### config.mk
export PLATFORM = sky130hd
export DESIGN_NAME = smbus_regslave
export DESIGN_NICKNAME = d
export VERILOG_FILES = /design/src/rtl/smbus_pkg.sv /design/src/rtl/smbus_cond_det.sv /design/src/rtl/smbus_regfile.sv /design/src/rtl/smbus_regslave.sv
export SDC_FILE = /design/constraint.sdc
export NUM_CORES = 1
export LEC_CHECK = 0
export BUFFER_PORTS_ARGS = -buffer_cell sky130_fd_sc_hd__buf_2
export CAP_MARGIN = 20
export CORE_MARGIN = 1.5
export CORE_UTILIZATION = 50
export DETAILED_ROUTE_END_ITERATION = 7
export GPL_ROUTABILITY_DRIVEN = 0
export PLACE_DENSITY = 0.65
export SLEW_MARGIN = 10
export SYNTH_ARGS = -nofsm -noshare
export SYNTH_HDL_FRONTEND = slang
export SYNTH_SLANG_ARGS = --single-unit
### constraint.sdc
create_clock -name clk -period 2.95 [get_ports clk]
set_clock_uncertainty 0.2 [all_clocks]
set_input_delay 0.295 -clock clk [delete_from_list [all_inputs] [get_ports clk]]
set_output_delay 0.295 -clock clk [all_outputs]
set_load 0.01 [all_outputs]
### src/rtl/smbus_pkg.sv
package smbus_pkg;
  typedef enum logic [2:0] {
    ST_IDLE,
    ST_ADDR,
    ST_CMD,
    ST_WDAT,
    ST_ACK,
    ST_TX,
    ST_MACK,
    ST_SKIP
  } bus_st_t;
endpackage

### src/rtl/smbus_cond_det.sv
module smbus_cond_det #(
  parameter int SYNC_STAGES = 2
) (
  input  logic clk,
  input  logic rst_n,
  input  logic scl_i,
  input  logic sda_i,
  output logic scl_lvl_o,
  output logic sda_lvl_o,
  output logic scl_rise_o,
  output logic scl_fall_o,
  output logic start_o,
  output logic stop_o
);
  logic [SYNC_STAGES-1:0] scl_sync, sda_sync;
  logic scl_q, sda_q;

  always_ff @(posedge clk or negedge rst_n) begin
    if (!rst_n) begin
      scl_sync <= '1;
      sda_sync <= '1;
      scl_q    <= 1'b1;
      sda_q    <= 1'b1;
    end else begin
      scl_sync <= {scl_sync[SYNC_STAGES-2:0], scl_i};
      sda_sync <= {sda_sync[SYNC_STAGES-2:0], sda_i};
      scl_q    <= scl_sync[SYNC_STAGES-1];
      sda_q    <= sda_sync[SYNC_STAGES-1];
    end
  end

  assign scl_lvl_o  = scl_sync[SYNC_STAGES-1];
  assign sda_lvl_o  = sda_sync[SYNC_STAGES-1];
  assign scl_rise_o = scl_lvl_o & ~scl_q;
  assign scl_fall_o = ~scl_lvl_o & scl_q;
  assign start_o    = scl_lvl_o & scl_q & sda_q & ~sda_lvl_o;
  assign stop_o     = scl_lvl_o & scl_q & ~sda_q & sda_lvl_o;
endmodule

### src/rtl/smbus_regfile.sv
module smbus_regfile #(
  parameter int NREG = 4,
  parameter int DW   = 8,
  localparam int AW  = $clog2(NREG)
) (
  input  logic          clk,
  input  logic          rst_n,
  input  logic          we_i,
  input  logic [AW-1:0] waddr_i,
  input  logic [DW-1:0] wdata_i,
  input  logic [AW-1:0] raddr_i,
  output logic [DW-1:0] rdata_o
);
  logic [NREG-1:0][DW-1:0] mem;

  for (genvar g = 0; g < NREG; g++) begin : g_entry
    always_ff @(posedge clk or negedge rst_n) begin
      if (!rst_n)                          mem[g] <= '0;
      else if (we_i && waddr_i == AW'(g))  mem[g] <= wdata_i;
    end
  end

  assign rdata_o = mem[raddr_i];

  AST_REG_HOLD: assert property (@(posedge clk) disable iff (!rst_n)
    !we_i |=> $stable(mem));
endmodule

### src/rtl/smbus_regslave.sv
module smbus_regslave #(
  parameter int          NREG     = 4,
  parameter int          DW       = 8,
  parameter int          STRAP_W  = 5,
  parameter logic [1:0]  ADDR_HI  = 2'b10,
  parameter logic [6:0]  ALERT_AD = 7'b0001100
) (
  input  logic               clk,
  input  logic               rst_n,
  input  logic               scl_i,
  input  logic               sda_i,
  input  logic [STRAP_W-1:0] strap_addr_i,
  input  logic               alert_req_i,
  output logic               sda_pd_o,
  output logic               alert_clr_o
);
  import smbus_pkg::*;

  localparam int PW = $clog2(NREG);
  localparam int CW = $clog2(DW + 1);
  localparam logic [CW-1:0] LAST = CW'(DW);

  logic scl_lvl, sda_lvl, scl_rise, scl_fall, start_ev, stop_ev;
  bus_st_t st, after_ack;
  logic [CW-1:0] cnt;
  logic [DW-1:0] sh, tx;
  logic [PW-1:0] ptr;
  logic          alert_pend;
  logic          wr_en;
  logic [DW-1:0] rd_data;
  logic [6:0]    own_addr;
  logic          byte_done, own_hit, ara_hit;

  smbus_cond_det #(.SYNC_STAGES(2)) i_det (
    .clk(clk), .rst_n(rst_n), .scl_i(scl_i), .sda_i(sda_i),
    .scl_lvl_o(scl_lvl), .sda_lvl_o(sda_lvl),
    .scl_rise_o(scl_rise), .scl_fall_o(scl_fall),
    .start_o(start_ev), .stop_o(stop_ev)
  );

  smbus_regfile #(.NREG(NREG), .DW(DW)) i_rf (
    .clk(clk), .rst_n(rst_n), .we_i(wr_en), .waddr_i(ptr),
    .wdata_i(sh), .raddr_i(ptr), .rdata_o(rd_data)
  );

  assign own_addr  = {ADDR_HI, strap_addr_i};
  assign byte_done = scl_fall && (cnt == LAST) && !start_ev && !stop_ev;
  assign own_hit   = (sh[7:1] == own_addr);
  assign ara_hit   = (sh[7:1] == ALERT_AD) && sh[0] && alert_req_i;
  assign wr_en     = (st == ST_WDAT) && byte_done;

  always_ff @(posedge clk or negedge rst_n) begin
    if (!rst_n) begin
      st         <= ST_IDLE;
      after_ack  <= ST_IDLE;
      cnt        <= '0;
      sh         <= '0;
      tx         <= '0;
      ptr        <= '0;
      sda_pd_o   <= 1'b0;
      alert_pend <= 1'b0;
      alert_clr_o <= 1'b0;
    end else begin
      alert_clr_o <= 1'b0;
      if (start_ev) begin
        st         <= ST_ADDR;
        cnt        <= '0;
        sda_pd_o   <= 1'b0;
        alert_pend <= 1'b0;
      end else if (stop_ev) begin
        st         <= ST_IDLE;
        sda_pd_o   <= 1'b0;
        alert_pend <= 1'b0;
      end else begin
        unique case (st)
          ST_ADDR, ST_CMD, ST_WDAT: begin
            if (scl_rise) begin
              sh  <= {sh[DW-2:0], sda_lvl};
              cnt <= cnt + CW'(1);
            end else if (byte_done) begin
              cnt <= '0;
              if (st == ST_ADDR) begin
                if (own_hit) begin
                  sda_pd_o  <= 1'b1;
                  st        <= ST_ACK;
                  after_ack <= sh[0] ? ST_TX : ST_CMD;
                  tx        <= rd_data;
                end else if (ara_hit) begin
                  sda_pd_o   <= 1'b1;
                  st         <= ST_ACK;
                  after_ack  <= ST_TX;
                  tx         <= {own_addr, 1'b0};
                  alert_pend <= 1'b1;
                end else begin
                  st <= ST_SKIP;
                end
              end else if (st == ST_CMD) begin
                ptr       <= sh[PW-1:0];
                sda_pd_o  <= 1'b1;
                st        <= ST_ACK;
                after_ack <= ST_WDAT;
              end else begin
                sda_pd_o  <= 1'b1;
                st        <= ST_ACK;
                after_ack <= ST_SKIP;
              end
            end
          end
          ST_ACK: begin
            if (scl_fall) begin
              st       <= after_ack;
              cnt      <= '0;
              sda_pd_o <= (after_ack == ST_TX) ? ~tx[DW-1] : 1'b0;
            end
          end
          ST_TX: begin
            if (scl_rise) begin
              cnt <= cnt + CW'(1);
            end else if (scl_fall) begin
              if (cnt == LAST) begin
                sda_pd_o    <= 1'b0;
                st          <= ST_MACK;
                alert_clr_o <= alert_pend;
                alert_pend  <= 1'b0;
              end else begin
                tx       <= {tx[DW-2:0], 1'b0};
                sda_pd_o <= ~tx[DW-2];
              end
            end
          end
          ST_MACK: if (scl_rise) st <= ST_SKIP;
          default: ;
        endcase
      end
    end
  end

  AST_PD_SCL_LOW: assert property (@(posedge clk) disable iff (!rst_n)
    $rose(sda_pd_o) |-> !scl_lvl);
  AST_EVENT_RELEASE: assert property (@(posedge clk) disable iff (!rst_n)
    (start_ev || stop_ev) |=> !sda_pd_o);
  AST_CLR_SINGLE: assert property (@(posedge clk) disable iff (!rst_n)
    alert_clr_o |=> !alert_clr_o);
  AST_SKIP_QUIET: assert property (@(posedge clk) disable iff (!rst_n)
    (st == ST_SKIP) |-> !sda_pd_o);
endmodule

==> impl_metrics.yaml, run 1 <==
global_routing:
  grt_start_max_net_pins: 38
  grt-ovfl-total: 0
  grt_use_total_pct: 20.98
  grt_pass1_wl_um: 12100
  antenna_found_initial: 0
  grt_pass1_vias: 2404
yosys:
  synth_xor_area_share_pct: 1.490
  yosys_most_used_dff: "dfrtp_1"
  synth_fp_nets: 307
  async_reset_ff_share_pct: 100.0
  synth_fa_ha_area_share_pct: 0.7095
  yosys.area_share.simple_pct: 15.47
  synthMuxAreaShare_pct: 21.92
  synth.area.top_cells: "dfrtp_1, mux2_2, mux4_2"
  synth_warnings: 0
  synth_area_um2: 3527
  ys_types: 56
  avgSynthCellArea_um2: 11.96
  yosysSeqAreaShare_pct: 49.17
  synth_enable_flop_cells: 0
  syn_inst: 295
  yosys_register_bits: 69
  synth_compound_area_share_pct: 8.123
  synth_top_area_share_pct: 44.70
  yosys.area.top_type: "dfrtp_1"
  synth_top_family_by_area: "multiplexers"
route:
  firstDrtPassIters: 4
  drtIter0Drc: 112
  drtAntennaViolNets: 0
  wire_per_inst_um: 17.00
  wl_um: 6951
  drc: 0
  vias_per_cell: 5.579
  vias: 2282
cells_and_area:
  area_growth_pct: 10.32
  fin_nets: 320
  layout_common_cells: "dfrtp_1, mux2_2, nor2_1, nand2_1, nand3_1"
  layout-drive-gt1-share_pct: 32.59
  seq_area_um2: 1734
  final_common_cell: "dfrtp_1"
  multi_input_area_um2: 1683
  num-fill-cells: 572
  antennaDiodeCount: 0
clocking:
  clk_pin_slew_ps: 80
  cts-root-buf: "clkbuf_8"
  clockBufferDepth: 2
  cts.sinks: 69
  cts_tree: "yes"
  h-tree-depth: 3
  numCtsBuffers: 9
  postCtsResizedCells: 0
  insertion_delay_ps: 340
floorplanning:
  die_area_um2: 7567
  die_w_um: 86.99
  die_h_um: 86.99
  coreArea_um2: 6794
  rows: 30
  ios: 12
  start_util_pct: 51.92
setup_path:
  worstPathRequired_ps: 2980
  cp-start-kind: "flip-flop"
  worstSetupPathType: "flip-flop to flip-flop"
  setup.worst_path.end_class: "flip-flop"
  arrival_ps: 2550
  cp_max_fo: 8
power:
  leakagePower_nw: 1.708
  p_per_area_nw_per_um2: 630.6
  power_mw: 2.454
  irDropWorstVdd_uv: 449.7
timing:
  tightestPinTransition_ps: 761.0
  fmax_mhz: 396.5
  holdWs_ps: 158.0
  relSlewSlack_pct: 49.27
  period_share_pct: 85.49
  finalSetupViolCount: 0
  fin_tns_setup_ps: 0
  grt_setup_unrepaired: "no"
  slew_viol_final: 0
  hold_viol_final: 0
  period_needed_ps: 2522
place:
  hpwl_um: 4952
  io_buffers: 11
outcome:
  status: "complete, no violations"
job:
  maxCapViolations: 0
hold_path:
  hp-class: "flip-flop to flip-flop"
## where the power goes
group / switching [mW] / internal (mW)
clock network: 0.361 / 0.480
registers: 0.168 / 1.03
logic: 0.226 / 0.194
total: 0.754 / 1.70
## layer usage
metal	up-vias	share of wire (%)	global-route usage [%]
li1	1100	-	-
met1	1146	50	29.42
met2	32	46	31.85
met3	4	3.5	6.730
met4	0	0.42	4.692
met5	-	0	0
## Yosys cell counts (7+ instances only)
| cell | instances |
|---|---|
| nand2b_1 | 8 |
| inv_1 | 7 |
| o21ai_0 | 12 |
| dfrtp_1 | 63 |
| nand3_1 | 14 |
| a21oi_1 | 8 |
| nor2_1 | 20 |
| mux4_2 | 8 |
| mux2_2 | 46 |
| nand2_1 | 16 |
## kinds of logic after synthesis
| logic type | after synthesis |
|---|---|
| simple gates | 95 |
| xor+xnor | 6 |
| mux | 60 |
| buf+inv | 21 |
| flops | 69 |
| compound gates | 42 |
| fa+ha+maj | 2 |
## worst max-delay path, cell delays in order (launching register included)
cell and delay (ps):
dfrtp_1 410, inv_1 70, ha_1 160, nand3b_2 180, nor2_1 300, nand2_1 160
nor4_4 520, mux2_2 410
## what timing repair did
action | CTS | global route
endpoints found under the hold margin | 34 | 0
buffers inserted | 0 | 0
hold buffers | 3 | 0
## final cells by class
cell class | count | share of cell area [%]
multi-input combinational | 205 | 43.25
clock buffer | 11 | 3.376
inverter | 7 | 0.6752
clock inverter | 5 | 2.154
sequential | 69 | 44.57
tap | 96 | 3.087
timing repair buffer | 16 | 2.894
## worst paths after layout
path / depth (start not counted) / to / from / slack, ps
min in group asynchronous: 2 / st[1] / rst_n / 360
setup reg to reg: 7 / i_rf.mem[6] / cnt[0] / 430
hold / removal: 0 / i_det.scl_sync[1] / i_det.scl_sync[0] / 160
setup / recovery: 7 / i_rf.mem[6] / cnt[0] / 430
hold reg to reg: 0 / i_det.scl_sync[1] / i_det.scl_sync[0] / 160
max in group asynchronous: 3 / i_det.scl_q / rst_n / 1480
## registers in the layout, summed over array words and instances, names as in the netlist, 3 cells and up
| name | cells |
|---|---|
| i_rf.mem | 32 |
| sh | 8 |
| tx | 8 |
| cnt | 4 |
| after_ack | 3 |
| st | 3 |
## stage by stage
stage          setup WS, ps  instances  instance area, µm²  utilization, %
2_1_floorplan         794.0        295                3527               -
3_3_place_gp          477.0        390                3646           53.66
3_5_place_dp          432.4        390                3646           53.66
4_1_cts               436.2        409                3891           57.27
5_1_grt               249.2        409                3891           57.27
6_report              428.0        409                3891           57.27
Note: power is estimated with default switching activity, not from simulation.
==> inputs of run 2 (changes only) <==
SYNTH_HIERARCHICAL = 1   (was not set)
==> run 2 against run 1 <==
Total power decreased by 1.5%. Flip-flop and latch count unchanged. Maximum frequency decreased by 6.9%. Setup slack got worse by 190 ps. Sequential share of layout area decreased by 0.31 points. Via count increased by 0.31%. Global-route usage decreased by 0.18 points. Core utilization increased by 0.73 points. Non-clock buffer count increased by 8. Count of clock-buffer cells in the layout decreased by 2. Largest cell class unchanged. Largest power group unchanged.
==> impl_metrics.yaml, run 2 <==
cells_and_area:
  layout-drive-gt1-share_pct: 34.87
  stdcell_count: 384
  largest_reg_flops: 32
  largest-register: "i_rf/mem"
  reg_top3: "i_rf/mem (32), sh (8), tx (8)"
  antennaDiodeCount: 0
  final_common_cell: "dfrtp_1"
  area_growth_pct: 13.36
  fin_nets: 311
  layout_common_cells: "dfrtp_1, mux2_2, nor2_1, o21ai_0"
route:
  drtIter0Drc: 111
  wire_per_inst_um: 18.19
  firstDrtPassIters: 4
  drtAntennaViolNets: 0
  drc: 0
  vias: 2289
  vias_per_cell: 5.961
  wl_um: 6986
place:
  hpwl_um: 4897
  dp_slack_ps: 247.4
  io_buffers: 11
  placed_cells: 365
timing:
  tightestPinTransition_ps: 824.5
  relSlewSlack_pct: 45.04
  finalSetupViolCount: 0
  grt_setup_unrepaired: "no"
  fmax_mhz: 369.3
  hold_viol_final: 0
  fin_tns_setup_ps: 0
  period_share_pct: 91.80
  worst_slack_ps: 241.8
  slew_viol_final: 0
  period_needed_ps: 2708
floorplanning:
  start_util_pct: 51.17
  die_area_um2: 7422
  ios: 12
  rows: 30
  die_h_um: 86.15
  die_w_um: 86.15
  coreArea_um2: 6756
yosys:
  synth_enable_flop_cells: 0
  avgSynthCellArea_um2: 12.71
  yosys_most_used_dff: "dfrtp_1"
  synth.area.top_cells: "dfrtp_1, mux2_2, mux4_2"
  synth_fp_nets: 284
  yosys_register_bits: 69
  async_reset_ff_share_pct: 100.0
  synth_warnings: 6
  yosys.area.top_type: "dfrtp_1"
  yosysSeqAreaShare_pct: 50.16
  synthTopCellsByCount: "dfrtp_1, mux2_2, nor2_1"
  syn_inst: 272
  synth_area_um2: 3457
  ys_types: 57
  synth_top_area_share_pct: 45.60
  yosysMostFrequentCell: "dfrtp_1"
clocking:
  insertion_delay_ps: 350
  cts_tree: "yes"
  h-tree-depth: 3
  cts.sinks: 69
  cts-root-buf: "clkbuf_8"
  numCtsBuffers: 9
  clockBufferDepth: 2
  clk_pin_slew_ps: 80
power:
  leakagePower_nw: 1.767
  irDropWorstVdd_uv: 333.1
  p_per_area_nw_per_um2: 616.5
global_routing:
  grt_pass1_wl_um: 11750
  antenna_found_initial: 0
  grt_start_max_net_pins: 37
  grt_pass1_vias: 2324
  grt_use_total_pct: 20.80
  grt-ovfl-total: 0
job:
  maxCapViolations: 0
setup_path:
  cp_max_fo: 8
  worstPathRequired_ps: 2980
  cp-start-kind: "flip-flop"
  arrival_ps: 2740
  worstSetupPathType: "flip-flop to flip-flop"
  setup.worst_path.end_class: "flip-flop"
  r2r_setup_slack_ps: 240
hold_path:
  hp-class: "flip-flop to flip-flop"
outcome:
  status: "complete, no violations"
-- run 2: changes by cell type in the layout (fill, tap and decap cells not counted), moves of 5 or more --
| cell | change |
|---|---|
| nor2_1 | -5 |
| mux2_2 | -6 |
| mux2_1 | +5 |
| a21boi_0 | +5 |
| a21oi_1 | -5 |
| xnor2_1 | -5 |
| xor2_1 | +5 |
| buf_4 | +8 |
| nand3_1 | -11 |
| nand2_1 | -5 |
| o31ai_2 | +6 |
-- run 2: cell type report --
cell class | instances | area, µm²
inverter | 7 | 26.28
clock buffer | 9 | 123.9
clock inverter | 7 | 105.1
timing repair buffer | 24 | 172.7
multi-input combinational | 188 | 1657
tap | 80 | 100.1
fill | 563 | 2838
sequential | 69 | 1734
-- run 2: cell families after synthesis --
logic type	count (synthesis)	share of synthesized area [%]
simple gates	68	12.88
compound gates	58	12.63
xor+xnor	6	1.520
fa+ha+maj	2	0.7237
mux	54	20.16
buf+inv	15	1.918
flops	69	50.16
-- run 2: routing by layer --
| layer | GRT usage, % | share of wire [%] |
|---|---|---|
| met1 | 29.92 | 49 |
| met2 | 30.85 | 46 |
| met3 | 3.657 | 3.9 |
| met4 | 9.384 | 1.5 |
| met5 | 0 | 0 |
-- run 2: critical path, stage by stage (launching register included) --
cell	delay (ps)
dfstp_2	540
nor2b_1	250
or3b_1	470
nor3_1	280
nor3b_4	460
mux2_2	390
-- run 2: through the flow --
stage | hold slack, ps | instance area (µm²) | utilization, % | power (mW)
after floorplan | -200.6 | 3457 | - | 1.354
after global placement | 145.2 | 3660 | 54.17 | 1.537
after detailed placement | 149.3 | 3660 | 54.17 | 1.540
after CTS | 162.1 | 3919 | 58.00 | 2.432
after global routing | 163.4 | 3919 | 58.00 | 2.530
final | 159.7 | 3919 | 58.00 | 2.416
-- run 2: worst paths after layout --
| kind | start | end | cells after the start |
|---|---|---|---|
| min reg2reg | i_det/scl_sync[0] | i_det/scl_sync[1] | 0 |
| min in group asynchronous | rst_n | tx[4] | 2 |
| min | i_det/scl_sync[0] | i_det/scl_sync[1] | 0 |
| max | i_det/scl_q | i_rf/mem[6] | 5 |
| max in group asynchronous | rst_n | i_rf/mem[6] | 3 |
| max reg2reg | i_det/scl_q | i_rf/mem[6] | 5 |
-- run 2: repair_timing --
| action | 4_1_cts | 5_1_grt |
|---|---|---|
| buffers inserted | 0 | 0 |
| hold buffers | 3 | 0 |
| hold endpoints to repair | 31 | 0 |
| resized for setup | 0 | 0 |
-- run 2: where the power goes --
| group | internal, mW | switching, mW |
|---|---|---|
| registers | 1.02 | 0.130 |
| logic | 0.173 | 0.202 |
| clock network | 0.491 | 0.401 |
==> inputs of run 3 (changes only) <==
CORE_MARGIN = 2   (was 1.5)
PLACE_DENSITY = 0.68   (was 0.65)
RECOVER_POWER = 100   (was not set)
clock period = 2.2 ns   (was 2.95 ns; I/O delays follow)
==> run 3 against run 2 <==
The flow now finishes with violations (setup timing). Final cell count is 8.1% higher. Register-to-register slack worse by 380 ps. Critical path depth is 1 higher. Setup slack lost 380 ps. Total power is 41% higher. Critical endpoint is now i_rf/mem[3].
==> impl_metrics.yaml, run 3 (same netlist as run 2, synthesis figures left out) <==
setup_path:
  worstSetupPathType: "flip-flop to flip-flop"
  arrival_ps: 2370
  r2r_setup_slack_ps: -140
  setup.worst_path.end_class: "flip-flop"
  cpPeakStageDelay_ps: 530
  rr_worst_depth: 6
  reg2reg_to: "i_rf/mem[3]"
  cp_cell_sequence: "and4b_1, or3b_4, nor3_4, nor3b_4, buf_6, mux2_2"
  worstPathRequired_ps: 2230
  slowest_stage: "dfstp_2"
  cp-start-kind: "flip-flop"
  rr_startpoint: "i_det/sda_sync[1]"
  cp_max_fo: 5
power:
  irDropWorstVdd_uv: 451.0
  power_mw: 3.398
  p_per_area_nw_per_um2: 791.9
  leakagePower_nw: 2.040
clocking:
  cts.sinks: 69
  clk_pin_slew_ps: 70
  cts_tree: "yes"
  cts-root-buf: "clkbuf_8"
  clockBufferDepth: 2
  numCtsBuffers: 9
  insertion_delay_ps: 340
  h-tree-depth: 3
global_routing:
  grt_pass1_wl_um: 12280
  grt_use_total_pct: 21.07
  antenna_found_initial: 0
  grt-ovfl-total: 0
  grt_pass1_vias: 2484
  grt_start_max_net_pins: 32
cells_and_area:
  layout_common_cells: "dfrtp_1, buf_4, mux2_2, nor2_1"
  fin_util_pct: 63.52
  num-fill-cells: 537
  layout-drive-gt1-share_pct: 44.78
  largest-register: "i_rf/mem"
  seq_area_um2: 1734
  area_growth_pct: 24.14
  final_common_cell: "dfrtp_1"
  multi_input_area_um2: 1775
  antennaDiodeCount: 0
  largest_reg_flops: 32
  fin_nets: 342
  reg_top3: "i_rf/mem (32), sh (8), tx (8)"
place:
  io_buffers: 11
  hpwl_um: 5190
outcome:
  status: "finished, violations left"
  violations: "setup timing"
timing:
  worst_slack_ps: -139.4
  relSlewSlack_pct: 55.96
  grt_setup_unrepaired: "yes"
  period_needed_ps: 2339
  hold_viol_final: 0
  finalSetupViolCount: 41
  tightestPinTransition_ps: 660.6
  period_share_pct: 106.3
  fmax_mhz: 427.5
  slew_viol_final: 0
hold_path:
  hold-path-endpoint: "i_det/scl_sync[1]"
  hp-class: "flip-flop to flip-flop"
  holdPathStages: 0
  worstHoldStart: "i_det/scl_sync[0]"
route:
  drtIter0Drc: 195
  vias: 2426
  drc: 0
  wl_um: 7321
  wire_per_inst_um: 17.64
  firstDrtPassIters: 5
  vias_per_cell: 5.846
  drtAntennaViolNets: 0
floorplanning:
  die_area_um2: 7595
  ios: 12
  die_h_um: 87.15
  die_w_um: 87.15
  rows: 30
  start_util_pct: 51.17
  coreArea_um2: 6756
job:
  maxCapViolations: 0
## run 3: cell count changes in the layout (fill, tap and decap cells not counted), moves of 2 or more
cell      before  now
mux2_2        40   36
nand3b_4       0    2
buf_4          9   37
and2_1         3    1
mux2_4         0    4
o21ai_1        4   10
inv_6          3    0
nand3b_2       2    0
o21ai_0       12    5
buf_6          0    3
## run 3: worst max-delay path by stage
stage               cells past startpoint           to               from  slack (ps)
global route                            6  i_rf/mem[3]  i_det/sda_sync[1]        -220
finish                                  6  i_rf/mem[3]  i_det/sda_sync[1]        -140
global placement                        7     sda_pd_o        i_det/sda_q        -150
detailed placement                      7     sda_pd_o  i_det/sda_sync[1]        -210
floorplan                               5  i_rf/mem[0]  i_det/sda_sync[1]        -260
CTS                                     6  i_rf/mem[3]  i_det/sda_sync[1]        -140
## run 3: metrics by stage
| step | hold WS (ps) | area (µm²) | instances | setup TNS, ps | setup WS, ps |
|---|---|---|---|---|---|
| 5_1_grt | 165.2 | 4292 | 415 | -6611 | -218.6 |
| 2_1_floorplan | -275.6 | 3471 | 272 | -3203 | -263.2 |
| 3_5_place_dp | 86.31 | 3869 | 391 | -6471 | -210.4 |
| 3_3_place_gp | 84.35 | 3869 | 391 | -4869 | -151.5 |
| 6_report | 156.8 | 4292 | 415 | -2824 | -139.4 |
| 4_1_cts | 158.0 | 4232 | 413 | -2826 | -144.9 |
## run 3: per-layer routing
metal | global-route usage [%] | share of wire, % | vias to the layer above
met5 | 0 | 0 | -
met2 | 32.69 | 47 | 61
met3 | 3.128 | 3.2 | 12
met4 | 8.951 | 1.8 | 0
li1 | - | - | 1136
met1 | 29.67 | 48 | 1217
## run 3: layout make-up
class                           count  area share (%)
Clock buffer                       10           2.974
Inverter                            7          0.6122
Timing Repair Buffer               55           9.708
Multi-Input combinational cell    188           41.37
Tap cell                           80           2.332
Sequential cell                    69           40.41
Clock inverter                      6           2.595
## run 3: worst max-delay path: cells and delay by family (launching register included)
| family | cells | cell delay [ps] |
|---|---|---|
| flip-flops | 1 | 530 |
| buffers and inverters | 1 | 170 |
| AND/OR/NAND/NOR | 4 | 1020 |
| multiplexers | 1 | 330 |
## run 3: report_power, final
group / internal [mW] / switching [mW]
Clock: 0.753 / 0.477
Combinational: 0.327 / 0.393
Sequential: 1.37 / 0.0820
## run 3: repair_timing
action / CTS / global route
gates resized for setup: 17 / 15
setup endpoints to repair: 51 / 61
pin swaps: 10 / 8
endpoints found under the hold margin: 22 / 0
hold buffers: 3 / 0
buffers inserted: 3 / 3
